===== src/rtl/rtc_pkg.sv =====
// Shared types and pure functions for the indexed real-time clock.
// Assumes time values are kept in binary and converted only at the port.
package rtc_pkg;

    localparam logic [7:0] IDX_SEC  = 8'h00;
    localparam logic [7:0] IDX_MIN  = 8'h02;
    localparam logic [7:0] IDX_HR   = 8'h04;
    localparam logic [7:0] IDX_DAY  = 8'h07;
    localparam logic [7:0] IDX_MON  = 8'h08;
    localparam logic [7:0] IDX_YR   = 8'h09;
    localparam logic [7:0] IDX_STA  = 8'h0A;
    localparam logic [7:0] IDX_STB  = 8'h0B;

    typedef enum logic [3:0] {
        FLD_SEC, FLD_MIN, FLD_HR, FLD_DAY, FLD_MON, FLD_YR,
        FLD_STA, FLD_STB, FLD_NONE
    } rtc_field_e;

    typedef struct packed {
        logic [6:0] yr;
        logic [6:0] mon;
        logic [6:0] day;
        logic [6:0] hr;
        logic [6:0] min;
        logic [6:0] sec;
    } rtc_time_t;

    // Map an index byte to the register it selects.
    function automatic rtc_field_e decode_idx(input logic [7:0] idx);
        case (idx)
            IDX_SEC: return FLD_SEC;
            IDX_MIN: return FLD_MIN;
            IDX_HR:  return FLD_HR;
            IDX_DAY: return FLD_DAY;
            IDX_MON: return FLD_MON;
            IDX_YR:  return FLD_YR;
            IDX_STA: return FLD_STA;
            IDX_STB: return FLD_STB;
            default: return FLD_NONE;
        endcase
    endfunction

    // Packed BCD byte to binary value.
    function automatic logic [6:0] bcd_to_bin(input logic [7:0] b);
        return 7'({3'b0, b[7:4]} * 7'd10 + {3'b0, b[3:0]});
    endfunction

    // Binary value (0..99) to packed BCD byte.
    function automatic logic [7:0] bin_to_bcd(input logic [6:0] v);
        return {4'(v / 7'd10), 4'(v % 7'd10)};
    endfunction

    // Last day of a month, with the leap rule for years divisible by 4.
    function automatic logic [6:0] month_days(input logic [6:0] mon, input logic [6:0] yr);
        case (mon)
            7'd2:                      return (yr[1:0] == 2'b00) ? 7'd29 : 7'd28;
            7'd4, 7'd6, 7'd9, 7'd11:   return 7'd30;
            default:                   return 7'd31;
        endcase
    endfunction

endpackage


===== src/rtl/rtc_tick_sched.sv =====
// Update-window scheduler: a sampled pps pulse opens a window of
// LEAD_CYCLES clocks with the busy flag high; the last cycle issues the
// step strobe. Assumes LEAD_CYCLES >= 1; pulses inside a window are dropped.
module rtc_tick_sched #(
    parameter int LEAD_CYCLES = 4
) (
    input  logic clk,
    input  logic rst_n,
    input  logic pps_en,
    output logic uip,
    output logic step
);
    localparam int CW = $clog2(LEAD_CYCLES + 1);

    logic          uip_q;
    logic [CW-1:0] cnt_q;

    // Step fires in the final cycle of an open window.
    always_comb step = uip_q && (cnt_q == '0);

    // Window open/count/close.
    always_ff @(posedge clk) begin
        if (!rst_n) begin
            uip_q <= 1'b0;
            cnt_q <= '0;
        end else if (!uip_q) begin
            if (pps_en) begin
                uip_q <= 1'b1;
                cnt_q <= CW'(LEAD_CYCLES - 1);
            end
        end else if (step) begin
            uip_q <= 1'b0;
        end else begin
            cnt_q <= cnt_q - 1'b1;
        end
    end

    assign uip = uip_q;

    AST_UIP_OPENS: assert property (@(posedge clk) disable iff (!rst_n)
        (pps_en && !uip_q) |=> uip_q);
    AST_STEP_CLOSES: assert property (@(posedge clk) disable iff (!rst_n)
        step |=> !uip_q);
    AST_PPS_IN_WINDOW: assert property (@(posedge clk) disable iff (!rst_n)
        (uip_q && !step) |=> uip_q);

endmodule


===== src/rtl/rtc_time_core.sv =====
// Calendar state in binary with the one-second carry chain. A software
// write to a field overrides that field after the step in the same cycle.
module rtc_time_core
    import rtc_pkg::*;
(
    input  logic       clk,
    input  logic       rst_n,
    input  logic       step,
    input  logic       wr_en,
    input  rtc_field_e wr_field,
    input  logic [6:0] wr_value,
    output rtc_time_t  now
);
    rtc_time_t t_q, t_inc, t_nxt;
    logic c_min, c_hr, c_day, c_mon, c_yr;

    // Carry chain for one second.
    always_comb begin
        t_inc = t_q;
        c_min = (t_q.sec >= 7'd59);
        c_hr  = c_min && (t_q.min >= 7'd59);
        c_day = c_hr  && (t_q.hr  >= 7'd23);
        c_mon = c_day && (t_q.day >= month_days(t_q.mon, t_q.yr));
        c_yr  = c_mon && (t_q.mon >= 7'd12);
        t_inc.sec = c_min ? 7'd0 : t_q.sec + 7'd1;
        if (c_min) t_inc.min = c_hr  ? 7'd0 : t_q.min + 7'd1;
        if (c_hr)  t_inc.hr  = c_day ? 7'd0 : t_q.hr  + 7'd1;
        if (c_day) t_inc.day = c_mon ? 7'd1 : t_q.day + 7'd1;
        if (c_mon) t_inc.mon = c_yr  ? 7'd1 : t_q.mon + 7'd1;
        if (c_yr)  t_inc.yr  = (t_q.yr >= 7'd99) ? 7'd0 : t_q.yr + 7'd1;
    end

    // Merge step and software write.
    always_comb begin
        t_nxt = step ? t_inc : t_q;
        if (wr_en) begin
            case (wr_field)
                FLD_SEC: t_nxt.sec = wr_value;
                FLD_MIN: t_nxt.min = wr_value;
                FLD_HR:  t_nxt.hr  = wr_value;
                FLD_DAY: t_nxt.day = wr_value;
                FLD_MON: t_nxt.mon = wr_value;
                FLD_YR:  t_nxt.yr  = wr_value;
                default: ;
            endcase
        end
    end

    // Time register with reset to 00:00:00 01/01/00.
    always_ff @(posedge clk) begin
        if (!rst_n) t_q <= '{yr: 7'd0, mon: 7'd1, day: 7'd1, hr: 7'd0, min: 7'd0, sec: 7'd0};
        else        t_q <= t_nxt;
    end

    assign now = t_q;

    AST_SEC_WRAP: assert property (@(posedge clk) disable iff (!rst_n)
        (step && !wr_en) |=> (t_q.sec < 7'd60));
    AST_HR_WRAP: assert property (@(posedge clk) disable iff (!rst_n)
        (step && !wr_en) |=> (t_q.hr < 7'd24));
    AST_HOLD_IDLE: assert property (@(posedge clk) disable iff (!rst_n)
        (!step && !wr_en) |=> $stable(t_q));

endmodule


===== src/rtl/rtc_port_if.sv =====
// Index/data port front end: holds the index and the encoding bit,
// converts between port encoding and binary, registers read data.
module rtc_port_if
    import rtc_pkg::*;
(
    input  logic       clk,
    input  logic       rst_n,
    input  logic       bus_cs,
    input  logic       bus_we,
    input  logic       bus_addr,
    input  logic [7:0] bus_wdata,
    input  rtc_time_t  now,
    input  logic       uip,
    output logic [7:0] bus_rdata,
    output logic       wr_en,
    output rtc_field_e wr_field,
    output logic [6:0] wr_value
);
    logic [7:0] idx_q;
    logic       bin_mode_q;
    logic [7:0] rd_q;
    logic [7:0] rd_byte;
    logic [6:0] field_bin;
    rtc_field_e sel;

    always_comb sel = decode_idx(idx_q);

    // Time write request toward the core.
    always_comb begin
        wr_en    = bus_cs && bus_we && bus_addr;
        wr_field = sel;
        wr_value = bin_mode_q ? bus_wdata[6:0] : bcd_to_bin(bus_wdata);
    end

    // Select the field and present it in the chosen encoding.
    always_comb begin
        field_bin = 7'd0;
        case (sel)
            FLD_SEC: field_bin = now.sec;
            FLD_MIN: field_bin = now.min;
            FLD_HR:  field_bin = now.hr;
            FLD_DAY: field_bin = now.day;
            FLD_MON: field_bin = now.mon;
            FLD_YR:  field_bin = now.yr;
            default: ;
        endcase
        case (sel)
            FLD_STA:  rd_byte = {uip, 7'b0};
            FLD_STB:  rd_byte = {5'b0, bin_mode_q, 2'b0};
            FLD_NONE: rd_byte = 8'h00;
            default:  rd_byte = bin_mode_q ? {1'b0, field_bin} : bin_to_bcd(field_bin);
        endcase
    end

    // Index, encoding bit and read register.
    always_ff @(posedge clk) begin
        if (!rst_n) begin
            idx_q      <= 8'h00;
            bin_mode_q <= 1'b0;
            rd_q       <= 8'h00;
        end else if (bus_cs) begin
            if (bus_we && !bus_addr) idx_q <= bus_wdata;
            if (bus_we && bus_addr && sel == FLD_STB) bin_mode_q <= bus_wdata[2];
            if (!bus_we) rd_q <= bus_addr ? rd_byte : idx_q;
        end
    end

    assign bus_rdata = rd_q;

    AST_UNDEF_ZERO: assert property (@(posedge clk) disable iff (!rst_n)
        (bus_cs && !bus_we && bus_addr && sel == FLD_NONE) |=> (bus_rdata == 8'h00));
    AST_STA_LOW_ZERO: assert property (@(posedge clk) disable iff (!rst_n)
        (bus_cs && !bus_we && bus_addr && sel == FLD_STA) |=> (bus_rdata[6:0] == 7'd0));
    AST_IDX_READBACK: assert property (@(posedge clk) disable iff (!rst_n)
        (bus_cs && !bus_we && !bus_addr) |=> (bus_rdata == $past(idx_q)));

endmodule


===== src/rtl/rtc_index_bank.sv =====
// Top of the indexed real-time clock: port front end, update scheduler
// and calendar core. Assumes one access per strobe cycle.
module rtc_index_bank #(
    parameter int LEAD_CYCLES = 4
) (
    input  logic       clk,
    input  logic       rst_n,
    input  logic       bus_cs,
    input  logic       bus_we,
    input  logic       bus_addr,
    input  logic [7:0] bus_wdata,
    output logic [7:0] bus_rdata,
    input  logic       pps_en
);
    import rtc_pkg::*;

    logic       uip, step, wr_en;
    rtc_field_e wr_field;
    logic [6:0] wr_value;
    rtc_time_t  now;

    rtc_tick_sched #(.LEAD_CYCLES(LEAD_CYCLES)) u_sched (
        .clk(clk), .rst_n(rst_n), .pps_en(pps_en), .uip(uip), .step(step)
    );

    rtc_time_core u_core (
        .clk(clk), .rst_n(rst_n), .step(step), .wr_en(wr_en),
        .wr_field(wr_field), .wr_value(wr_value), .now(now)
    );

    rtc_port_if u_port (
        .clk(clk), .rst_n(rst_n), .bus_cs(bus_cs), .bus_we(bus_we),
        .bus_addr(bus_addr), .bus_wdata(bus_wdata), .now(now), .uip(uip),
        .bus_rdata(bus_rdata), .wr_en(wr_en), .wr_field(wr_field),
        .wr_value(wr_value)
    );

endmodule


===== config.mk =====
export PLATFORM = sky130hd
export DESIGN_NAME = rtc_index_bank
export DESIGN_NICKNAME = d
export VERILOG_FILES = /design/src/rtl/rtc_pkg.sv /design/src/rtl/rtc_tick_sched.sv /design/src/rtl/rtc_time_core.sv /design/src/rtl/rtc_port_if.sv /design/src/rtl/rtc_index_bank.sv
export SDC_FILE = /design/constraint.sdc
export NUM_CORES = 1
export LEC_CHECK = 0
export BUFFER_PORTS_ARGS = -buffer_cell sky130_fd_sc_hd__buf_4
export CAP_MARGIN = 20
export CORE_MARGIN = 3
export CORE_UTILIZATION = 55
export DETAILED_ROUTE_END_ITERATION = 6
export HOLD_SLACK_MARGIN = 0.02
export PLACE_DENSITY = 0.74
export SLEW_MARGIN = 20
export SYNTH_ARGS = -nofsm -noshare
export SYNTH_HDL_FRONTEND = slang
export SYNTH_SLANG_ARGS = --single-unit

===== constraint.sdc =====
create_clock -name clk -period 10.1 [get_ports clk]
set_clock_uncertainty 0.15 [all_clocks]
set_input_delay 0.505 -clock clk [delete_from_list [all_inputs] [get_ports clk]]
set_output_delay 0.505 -clock clk [all_outputs]
set_load 0.03 [all_outputs]

# After elaboration in Yosys (flattened, before gate mapping)
# Memory sizes are Yosys's and may differ from the RTL's. A register that Yosys moved wholly into a read port is not among the register bits.
# Cells that the tools add are included.
[classes]
addsub = 8
mul = 1
div = 2
n_lt_le_gt_ge = 6
n_eq_ne = 14
n_shift = 0
muxes = 35
bitwise_logic = 1
reduce_logical = 21
[op_table]
columns = ["op", "n"]
rows = [
  ["$mux W7", 18],
  ["$mux W42", 2],
  ["$add A7 B1 Y7 const B", 6],
  ["$pmux W7 S6", 1],
  ["$pmux W8 S3", 1],
  ["$eq A4 B3 Y1 const B", 4],
  ["$mux W8", 2],
  ["$eq A7 B3 Y1 const B", 2],
  ["$eq A7 B4 Y1 const B", 2],
  ["$ge A7 B6 Y1 const B", 2],
  ["$pmux W7 S2", 1],
  ["$mux W4", 3],
  ["$logic_and A1 B1 Y1", 10],
  ["$mux W3", 3],
  ["$eq A4 B2 Y1 const B", 2],
  ["$logic_not A4 Y1", 2],
  ["$reduce_and A2 Y1", 4],
  ["$add A7 B4 Y7", 1],
  ["$div A7 B4 Y7 const B", 1],
  ["$eq A7 B2 Y1 const B", 1],
  ["$ge A7 B4 Y1 const B", 1],
  ["$ge A7 B5 Y1 const B", 1],
  ["$ge A7 B7 Y1", 1],
  ["$ge A7 B7 Y1 const B", 1],
  ["other kinds (13)", 16],
]
[totals]
reg_bits = 63
latch_bits = 0
ramBits = 0
romBits = 64
inputBits = 14
output_inout_bits = 8
wordCells = 100
mem_count = 1
[memory_table]
columns = ["name", "depth", "width", "rd", "rd_ports_with_merged_regs", "wr", "line", "source"]
rows = [
  ["(no name shown)", 16, 4, 1, 1, 0, "rtc_pkg.sv:30", "case (idx)"],
]

# Logic depth before layout (Yosys ltp)
# Gate-level depths: netlist (run 1).
[logic_depth]
depth_word = 11
ltp_mapped = 16
depth_no_buf = 15

# Modules after synthesis
# Synthesis (run 1) repeated with hierarchy kept, for this count alone.
[hier_totals]
cells_unflattened = 675
hier_area_um2 = 5203.7
[by_module_without_submodules]
columns = ["mod", "instances", "cells_per_inst", "area_per_inst_um2", "seq_area_each_um2"]
rows = [
  ["rtc_time_core", 1, 352, 2706.3, 840.8],
  ["rtc_port_if", 1, 302, 2297.2, 420.4],
  ["rtc_tick_sched", 1, 21, 200.2, 80.1],
]

# Least setup slack after synthesis (run 1)
# OpenSTA, ideal clock, no wires.
[synth_timing]
kind = "register to register"
start = "register u_port.idx_q[7]"
end = "register u_port.rd_q[1] (netlist: u_port.bus_rdata[1])"
setup_ns = 0.127
arrival_ns = 3.661
required_time_ns = 9.823
setup_slack_ns = 6.162
stages_incl_launch_ff = 16
path_buffers = 2
period_less_slack_ns = 3.938
cell_sequence = "dfxtp_1 or4_4 buf_6 or2_1 buf_6 o32a_1 nor3_1 or2_2 nand3_1 o211a_1 ha_1 inv_1 o32ai_1 a222oi_1 nor4_1 or3b_1"
[synth_between]
elab_chain_len = 8
word_cells_on_any_way = 16
cone_classes = "div (1); eq/ne (8); mux (5); reduce/logical (2)"
[synth_rtl]
columns = ["item", "line", "source"]
rows = [
  ["start, declared", "rtc_port_if.sv:19", "logic [7:0] idx_q;"],
  ["start signal, assigned", "rtc_port_if.sv:62", "if (bus_we && !bus_addr) idx_q <= bus_wdata;"],
  ["$logic_not A4 Y1 (*)", "rtc_pkg.sv:30", ""],
  ["$mux W4 (*)", "rtc_pkg.sv:30", ""],
  ["$eq A4 B3 Y1, or another cell as far along", "rtc_port_if.sv:38", "case (sel)"],
  ["$pmux W7 S6", "rtc_port_if.sv:38", ""],
  ["$mod A7 B4 Y7", "rtc_pkg.sv:50", "return {4'(v / 7'd10), 4'(v % 7'd10)};"],
  ["$mux W8", "rtc_port_if.sv:51", "default: rd_byte = bin_mode_q ? {1'b0, field_bin} : bin_to_bcd(field_bin);"],
  ["$pmux W8 S3 (*)", "rtc_port_if.sv:47", "case (sel)"],
  ["$mux W8 (*)", "rtc_port_if.sv:64", "if (!bus_we) rd_q <= bus_addr ? rd_byte : idx_q;"],
  ["end signal, assigned", "rtc_port_if.sv:64", ""],
  ["end, declared", "rtc_port_if.sv:21", "logic [7:0] rd_q;"],
]
# Every way passes the cells marked *; elsewhere a longest branch is shown, timed or not.
# A chain may end at the register's enable or synchronous reset.

==> metrics, run 1 <==
MaxCap Viol Count 0; initial antenna violation count 0; synthesized area per cell 7.66 um2; Synth Net Count 668; clock group share of total power between 30% and 40%; # DRC 0; R2R Path End u_port.bus_rdata[1]; fmax between 200 and 250 MHz; area post-placement 4970 um2; VDD IR-drop max approximately 76 uV; largest net degree at the start of global routing 53; Net count, final ~670; die width 99.6 um; # port buffers 21; drt first pass iters 5; Clock Sink Count 67; mapped cell area roughly 4800 um2; post_cts resized 0; Initial DRC Count 455; via count about 4900; Startpoint Class flop; final setup fails 0; Worst path max stage delay ~0.9 ns; register area approximately 1300 um2; Combinational Power Share 20.0%; multi-input logic area 3240 um2; Final Wtd Congestion 0.980; Worst Tran Pin Value ~0.98 ns; pwr dens between 100 and 150 nW/um2; first-pass GRT wire length 22.3 mm; number of synthesis warnings 0; DR vias/cell about 6.6; Net Sw Frac between 30 and 40%; IO Pins 22; Tot GR Track Use between 20% and 30%; sequential-to-total area share from yosys stat between 20% and 30%; Post-DRT Antenna Nets 0; Seq pwr share between 40% and 50%; DIE HEIGHT 99.6 um; Syn Inst Count between 600 and 700; min-delay src bus_wdata[4]; area added between synthesis and finish 7.01%; Final min period between 4 and 5 ns; Worst-path clk slew roughly 0.080 ns; crit share post-route between 40% and 50%; slew margin rel. between 30 and 40%; TNS Setup 0 ns; most frequent CP cell nor2_1; Leak about 0.0020 uW; status finished clean; Hold-fix buffers, CTS 0; min-delay worst type in -> reg; commonest register cell after synthesis dfxtp_1; CP cell instances mux2i_1 -> nor2_1 -> o31ai_1 -> nor2_1 -> xnor2_1 -> o211a_1 -> ha_1 -> inv_1 -> o32ai_1 -> a222oi_1 -> nor4_1 -> or3b_1; CTS tree done; asr flop ratio synth 0%; worst path required time ~10 ns; Overflow after GRT 0; layout cells sized above 1 under 10%; number of global-route vias before repair 4388; post-synthesis register bit count 67; cts bufs inserted 9; Clk Tree Root Cell clkbuf_8; Worst EP arrival roughly 4.8 ns; Reg2Reg Depth 12; DPL Wire Length about 10 mm; final instance area approximately 5200 um2; number of flops mapped to enable cells by yosys 0; Clock Latency Late Sink approximately 0.36 ns; Slew Limit Fails 0; Die ar. 9920 um2; Wirelength per Cell around 18 um; sw power roughly 200 uW; CP endpoint kind flop; Critical Path Slowest Stage Cell dfxtp_1; row count 33; Crit Path Category reg -> reg; Post-CTS Setup Bufs 0; Yosys cell types 63; core box area approximately 8400 um2; worst setup path endpoint u_port.bus_rdata[1]; Final Hold Fails 0; Max FO, Critical Path 22; n_diodes 0; RSZ-0062 raised after global routing false; effective utilization at floorplan a little under three fifths; final WL about 14 mm; CTS Buffer Depth 2; FF-to-FF setup slack about 5.4 ns; H-tree depth 3; filler cell count 757; Internal between 400 and 500 uW
## power groups by stage
stage,Clock [uW],Combinational [uW],Sequential [uW]
final,211,124,285
after global routing,225,136,286
after CTS,214,122,284
after detailed placement,0,121,290
after global placement,0,119,290
after floorplan,0,86.1,289
## placed cells by master (no fill, tap or decap), types with 3 or more instances in the layout
cell type and count:
a221oi_1 6, buf_4 23, o32ai_1 4, nor4_1 4, o21a_1 3, a211oi_1 28, ha_1 23, nor2b_1 10
o31ai_1 5, o211ai_1 5, o22ai_1 3, xnor2_1 8, nor4b_1 3, xor2_1 5, and2_1 5, a21oi_1 30
nand3_1 26, nor2_1 86, a2bb2oi_1 4, o21ai_0 28, nor3_1 30, or2_2 6, a21o_1 6, inv_1 22
mux2i_1 31, a41o_1 3, a211o_1 6, nand4_1 9, clkbuf_8 11, dfxtp_1 67, or3_1 4, a31oi_1 13
a41oi_1 5, o22a_1 10, nand2_1 47, nand2b_1 9, and3_1 8
## logic make-up (layout without fill, tap and decap cells)
group | after synthesis | after routing | synth area share (%)
AO/OA/AOI/OAI | 181 | 181 | 26.6
XOR/XNOR | 13 | 13 | 2.36
multiplexers | 32 | 32 | 6.67
buffers and inverters | 58 | 62 | 4.98
AND/OR/NAND/NOR | 253 | 253 | 24.8
flip-flops | 67 | 67 | 27.8
adder cells (fa/ha/maj) | 25 | 25 | 6.80
## synthesized netlist by cell type (all sizes together) (5+ instances only)
cell / n / share of area (%)
a211o: 6 / 1.1
a211oi: 28 / 4.4
a21o: 6 / 0.93
a21oi: 30 / 3.1
a221oi: 6 / 1.1
a31oi: 13 / 1.7
a41oi: 5 / 0.91
and2: 6 / 0.78
and3: 8 / 1.0
buf: 6 / 0.93
clkbuf: 28 / 2.2
dfxtp: 67 / 28
ha: 23 / 6.0
inv: 22 / 1.7
mux2i: 31 / 6.4
nand2: 47 / 3.7
nand2b: 9 / 1.2
nand3: 26 / 2.7
nand4: 9 / 1.2
nor2: 86 / 6.7
nor2b: 10 / 1.3
nor3: 31 / 3.2
o211ai: 5 / 0.78
o21ai: 30 / 3.2
o22a: 10 / 1.8
o31ai: 5 / 0.78
o32ai: 5 / 1.1
or2: 7 / 0.91
xnor2: 8 / 1.5
xor2: 5 / 0.91
## stage by stage
stage	hold WS (ns)	instances	power [uW]	utilization (%)	worst slack (ns)
2_1_floorplan	0.300	629	375	-	6.16
3_3_place_gp	0.294	723	409	59.4	5.75
3_5_place_dp	0.302	723	412	59.4	5.58
4_1_cts	0.263	738	620	61.5	5.54
5_1_grt	0.285	738	646	61.5	5.06
6_report	0.274	738	620	61.5	5.41
## worst min-delay path by stage
stage | to | slack [ns] | cells past startpoint
4_1_cts | u_port.idx_q[4] | 0.26 | 3
5_1_grt | u_port.idx_q[4] | 0.29 | 3
6_report | u_port.idx_q[4] | 0.27 | 3
3_5_place_dp | u_port.bus_rdata[7] | 0.30 | 2
2_1_floorplan | u_sched.cnt_q[0] | 0.30 | 2
3_3_place_gp | u_port.bus_rdata[7] | 0.29 | 2
## layer usage
layer / track usage, % / share of wire [%] / vias to the layer above
li1: - / - / 2336
met1: 39.7 / 44 / 2272
met2: 42.8 / 45 / 260
met3: 5.82 / 9.0 / 35
met4: 9.66 / 2.4 / 0
met5: 0 / 0 / -
## worst max-delay path: cells and delay by family, from the launching register on
kind | cells | cell delay (ns)
buffers and inverters | 1 | 0.14
XOR/XNOR | 1 | 0.22
AND/OR/NAND/NOR | 4 | 0.81
adder cells (fa/ha/maj) | 1 | 0.25
multiplexers | 1 | 0.27
AO/OA/AOI/OAI | 4 | 1.83
flip-flops | 1 | 0.90
## layout make-up
cell class / count / share of cell area (%)
sequential: 67 / 26.0
multi-input combinational: 504 / 62.9
inverter: 24 / 1.75
timing repair buffer: 23 / 3.35
clock buffer: 12 / 3.01
tap: 105 / 2.55
clock inverter: 3 / 0.461
## state kept, by name, summed over array words and instances, names as in the netlist, named ones only
signal             flops
u_port.idx_q           8
u_port.bus_rdata       8
u_sched.cnt_q          3
u_port.bin_mode_q      1
u_core.now            42
u_sched.uip            1
Note: power is estimated with default switching activity, not from simulation.
==> run 2, diff against run 1 <==
ABC_AREA = 1   (was unset)
PLACE_DENSITY = 0.75   (was 0.74)
clock period = 4.7 ns   (was 10.1 ns; I/O delays follow)
==> run 2 against run 1 <==
  * Global-route usage hardly changed
  * Sequential power up 110%
  * Clock power up 150%
  * Fmax up 31%
  * Register-to-register slack lost 4.3 ns
  * Sequential share of layout area decreased by 0.13 points
  * Utilization up 1.2 points
  * Largest power group unchanged
==> metrics, run 2 <==
number of synthesis warnings 0 (unchanged); layout cells sized above 1 11.7% (was 7.74%); count leader, synth nand2_1 (was nor2_1); DR vias/cell 5.85 (was 6.64); pwr dens 266 nW/um2 (was 120 nW/um2); Clock Latency Late Sink 0.35 ns (was 0.36 ns); # DRC 0 (unchanged); via count 4902 (was 4903); CTS tree done (unchanged); Net Sw Frac 30.7% (was 32.3%); initial antenna violation count 0 (unchanged); max reg flops 42 (unchanged); min-delay src bus_addr (was bus_wdata[4]); Worst path max stage delay 0.41 ns (was 0.90 ns); Synth Area in XOR/XNOR 1.49% (was 2.36%); n_diodes 0 (unchanged); Startpoint Class flop (unchanged); Die ar. 9680 um2 (was 9920 um2); Clock Sink Count 67 (unchanged); Post-CTS Setup Bufs 0 (unchanged); crit share post-route 76.1% (was 46.4%); min-delay worst type in -> reg (unchanged); Final Hold Fails 0 (unchanged); Slew Limit Fails 0 (unchanged); CTS Buffer Depth 2 (unchanged); post-synthesis mux area share 0% (was 6.67%); row count 33 (unchanged); Net count, final 767 (was 668); # port buffers 21 (unchanged); number of buffers and inverters on the critical path 5 (was 1); main combinational cell family by area after synthesis simple AND/OR/NAND/NOR gates (was compound AO/OA/AOI/OAI gates); Tot GR Track Use 28.1% (was 28.2%); sw power 424 uW (was 200 uW); WHS Endpoint u_port.bus_rdata[0] (was u_port.idx_q[4]); Combinational Power Share 18.5% (was 20.0%); area added between synthesis and finish 10.4% (was 7.01%); mapped cell area 4690 um2 (was 4820 um2); Clk Tree Root Cell clkbuf_8 (unchanged); Reg2Reg Launch Point u_port.idx_q[6]; VDD IR-drop max 162 uV (was 75.5 uV); effective utilization at floorplan 56.8% (was 57.5%); largest net degree at the start of global routing 38 (was 53); filler cell count 762 (was 757); CP delay by family, top simple AND/OR/NAND/NOR gates (was compound AO/OA/AOI/OAI gates); final WL 13.3 mm (was 13.6 mm); Seq pwr share 43.8% (was 46.0%); CP endpoint kind flop (unchanged); Synth Net Count 742 (was 668); status finished clean (unchanged); area post-placement 4950 um2 (was 4970 um2); most frequent cells in the layout nand2_1, inv_1, dfxtp_1 (was nor2_1, dfxtp_1, nand2_1); post-synthesis register bit count 67 (unchanged); cts bufs inserted 9 (unchanged); FF-to-FF setup slack 1.12 ns (was 5.41 ns); die width 98.4 um (was 99.6 um); Worst Tran Pin Value 1.04 ns (was 0.975 ns); Synth top area share 28.6% (was 27.8%); Worst EP arrival 3.71 ns (was 4.78 ns); Post-DRT Antenna Nets 0 (unchanged); sequential-to-total area share from yosys stat 28.6% (was 27.8%); post_cts resized 0 (unchanged); Crit Path Category reg -> reg (unchanged); Final min period 3.58 ns (was 4.69 ns); Wirelength per Cell 15.8 um (was 18.5 um); H-tree depth 3 (unchanged); most frequent CP cell nand2_1 (was nor2_1); Yosys cell types 51 (was 63); Reg2Reg Depth 27 (was 12); final instance area 5180 um2 (was 5160 um2); number of global-route vias before repair 4575 (was 4388); top cells by area, synth dfxtp_1, nand2_1, inv_1 (was dfxtp_1, nor2_1, mux2i_1); Initial DRC Count 371 (was 455); Syn Inst Count 703 (was 629); first-pass GRT wire length 22.1 mm (was 22.3 mm); DIE HEIGHT 98.4 um (was 99.6 um); simple-gate share of the synthesized area 31.3% (was 24.8%); clock group share of total power 37.7% (was 34.0%); Overflow after GRT 0 (unchanged); Final Wtd Congestion 0.922 (was 0.980); most common cell after layout, fill and taps aside nand2_1 (was nor2_1); hold path cells 3 (unchanged); Compound-Gate Fraction of Synth Area 21.5% (was 26.6%); slew margin rel. 30.7% (was 33.1%); synthesized area per cell 6.68 um2 (was 7.66 um2); TNS Setup 0 ns (unchanged); Post-synth top cells nand2_1, inv_1, dfxtp_1, nor2_1, o21ai_0 (was nor2_1, dfxtp_1, nand2_1, mux2i_1, nor3_1); final setup fails 0 (unchanged); Critical Path Slowest Stage Cell nor2_2 (was dfxtp_1); DPL Wire Length 9.92 mm (was 10.0 mm); Leak 0.00216 uW (was 0.00202 uW); Max FO, Critical Path 12 (was 22); Internal 957 uW (was 419 uW); commonest register cell after synthesis dfxtp_1 (unchanged); core box area 8260 um2 (was 8380 um2); number of flops mapped to enable cells by yosys 0 (unchanged); RSZ-0062 raised after global routing false (unchanged); synthesized-area fraction occupied by adder cells 6.98% (was 6.80%); worst path required time 4.83 ns (was 10.19 ns); R2R Path End u_port.bus_rdata[1] (unchanged); Final Util 62.8% (was 61.5%); cell taking the most area after synthesis dfxtp_1 (unchanged); fmax 280 MHz (was 213 MHz); Worst-path clk slew 0.08 ns (about the same); MaxCap Viol Count 0 (unchanged); drt first pass iters 5 (unchanged); IO Pins 22 (unchanged); asr flop ratio synth 0% (unchanged)
[run 2: cell types whose count changed after synthesis, moves of 23 or more]
cell      previous run  this run
mux2i_1             31         0
a211oi_1            28         5
nand2_1             47       128
nand3_1             26        56
o21ai_0             28        65
inv_1               22        96
[run 2: worst min-delay path, stage by stage]
cell     delay [ns]
buf_4          0.14
nand2_1        0.07
a21oi_1        0.05
[run 2: timing repair]
item	in CTS	in global routing
endpoints found under the hold margin	2	0
hold buffers	2	0
setup endpoints to repair	0	0
[run 2: worst max path at each step]
stage                                     end       startpoint  cells past startpoint
after floorplan           u_port.bus_rdata[1]  u_port.idx_q[5]                     29
after global placement    u_port.bus_rdata[1]  u_port.idx_q[6]                     28
after detailed placement  u_port.bus_rdata[1]  u_port.idx_q[5]                     28
after CTS                 u_port.bus_rdata[1]  u_port.idx_q[6]                     28
after global routing      u_port.bus_rdata[1]  u_port.idx_q[7]                     28
final                     u_port.bus_rdata[1]  u_port.idx_q[6]                     27
[run 2: area by class of cell]
type | instances | area (um2) | share of cell area [%]
clock buffers | 13 | 169 | 3.26
clock inverters | 3 | 45.0 | 0.869
inverters | 110 | 413 | 7.97
multi-input cells | 513 | 2880 | 55.5
flip-flops and latches | 67 | 1340 | 25.9
well taps | 105 | 131 | 2.53
repair buffers | 27 | 208 | 4.01
[run 2: power groups by stage]
| stage | Clock [uW] | Combinational, uW | Sequential, uW |
|---|---|---|---|
| final | 520 | 256 | 604 |
| after global routing | 548 | 285 | 607 |
| after CTS | 524 | 253 | 604 |
| after detailed placement | 0 | 251 | 617 |
| after global placement | 0 | 245 | 616 |
| after floorplan | 0 | 163 | 620 |
[run 2: cell families (layout without fill, tap and decap cells)]
group | Yosys count | count (layout)
DFF | 67 | 67
buffers and inverters | 123 | 153
AOI/OAI and AO/OA | 171 | 171
and+or+nand+nor | 309 | 309
adders and majority gates | 25 | 25
xor gates and xnor gates | 8 | 8
[run 2: through the flow]
step	hold WS (ns)	power, uW	instances	setup WS, ns
6_report	0.0346	1380	838	1.12
5_1_grt	0.0351	1440	838	0.763
4_1_cts	0.0284	1380	838	1.16
3_5_place_dp	0.314	868	820	1.18
3_3_place_gp	0.298	861	820	1.33
2_1_floorplan	0.220	783	703	1.74
[run 2: routing by layer]
| metal | up-vias | routed length (um) | part of all wire, % | GRT usage, % |
|---|---|---|---|---|
| li1 | 2416 | - | - | - |
| met1 | 2287 | 6080 | 46 | 40.1 |
| met2 | 169 | 5830 | 44 | 41.6 |
| met3 | 30 | 974 | 7.3 | 6.21 |
| met4 | 0 | 367 | 2.8 | 10.5 |
| met5 | - | 0 | 0 | 0 |
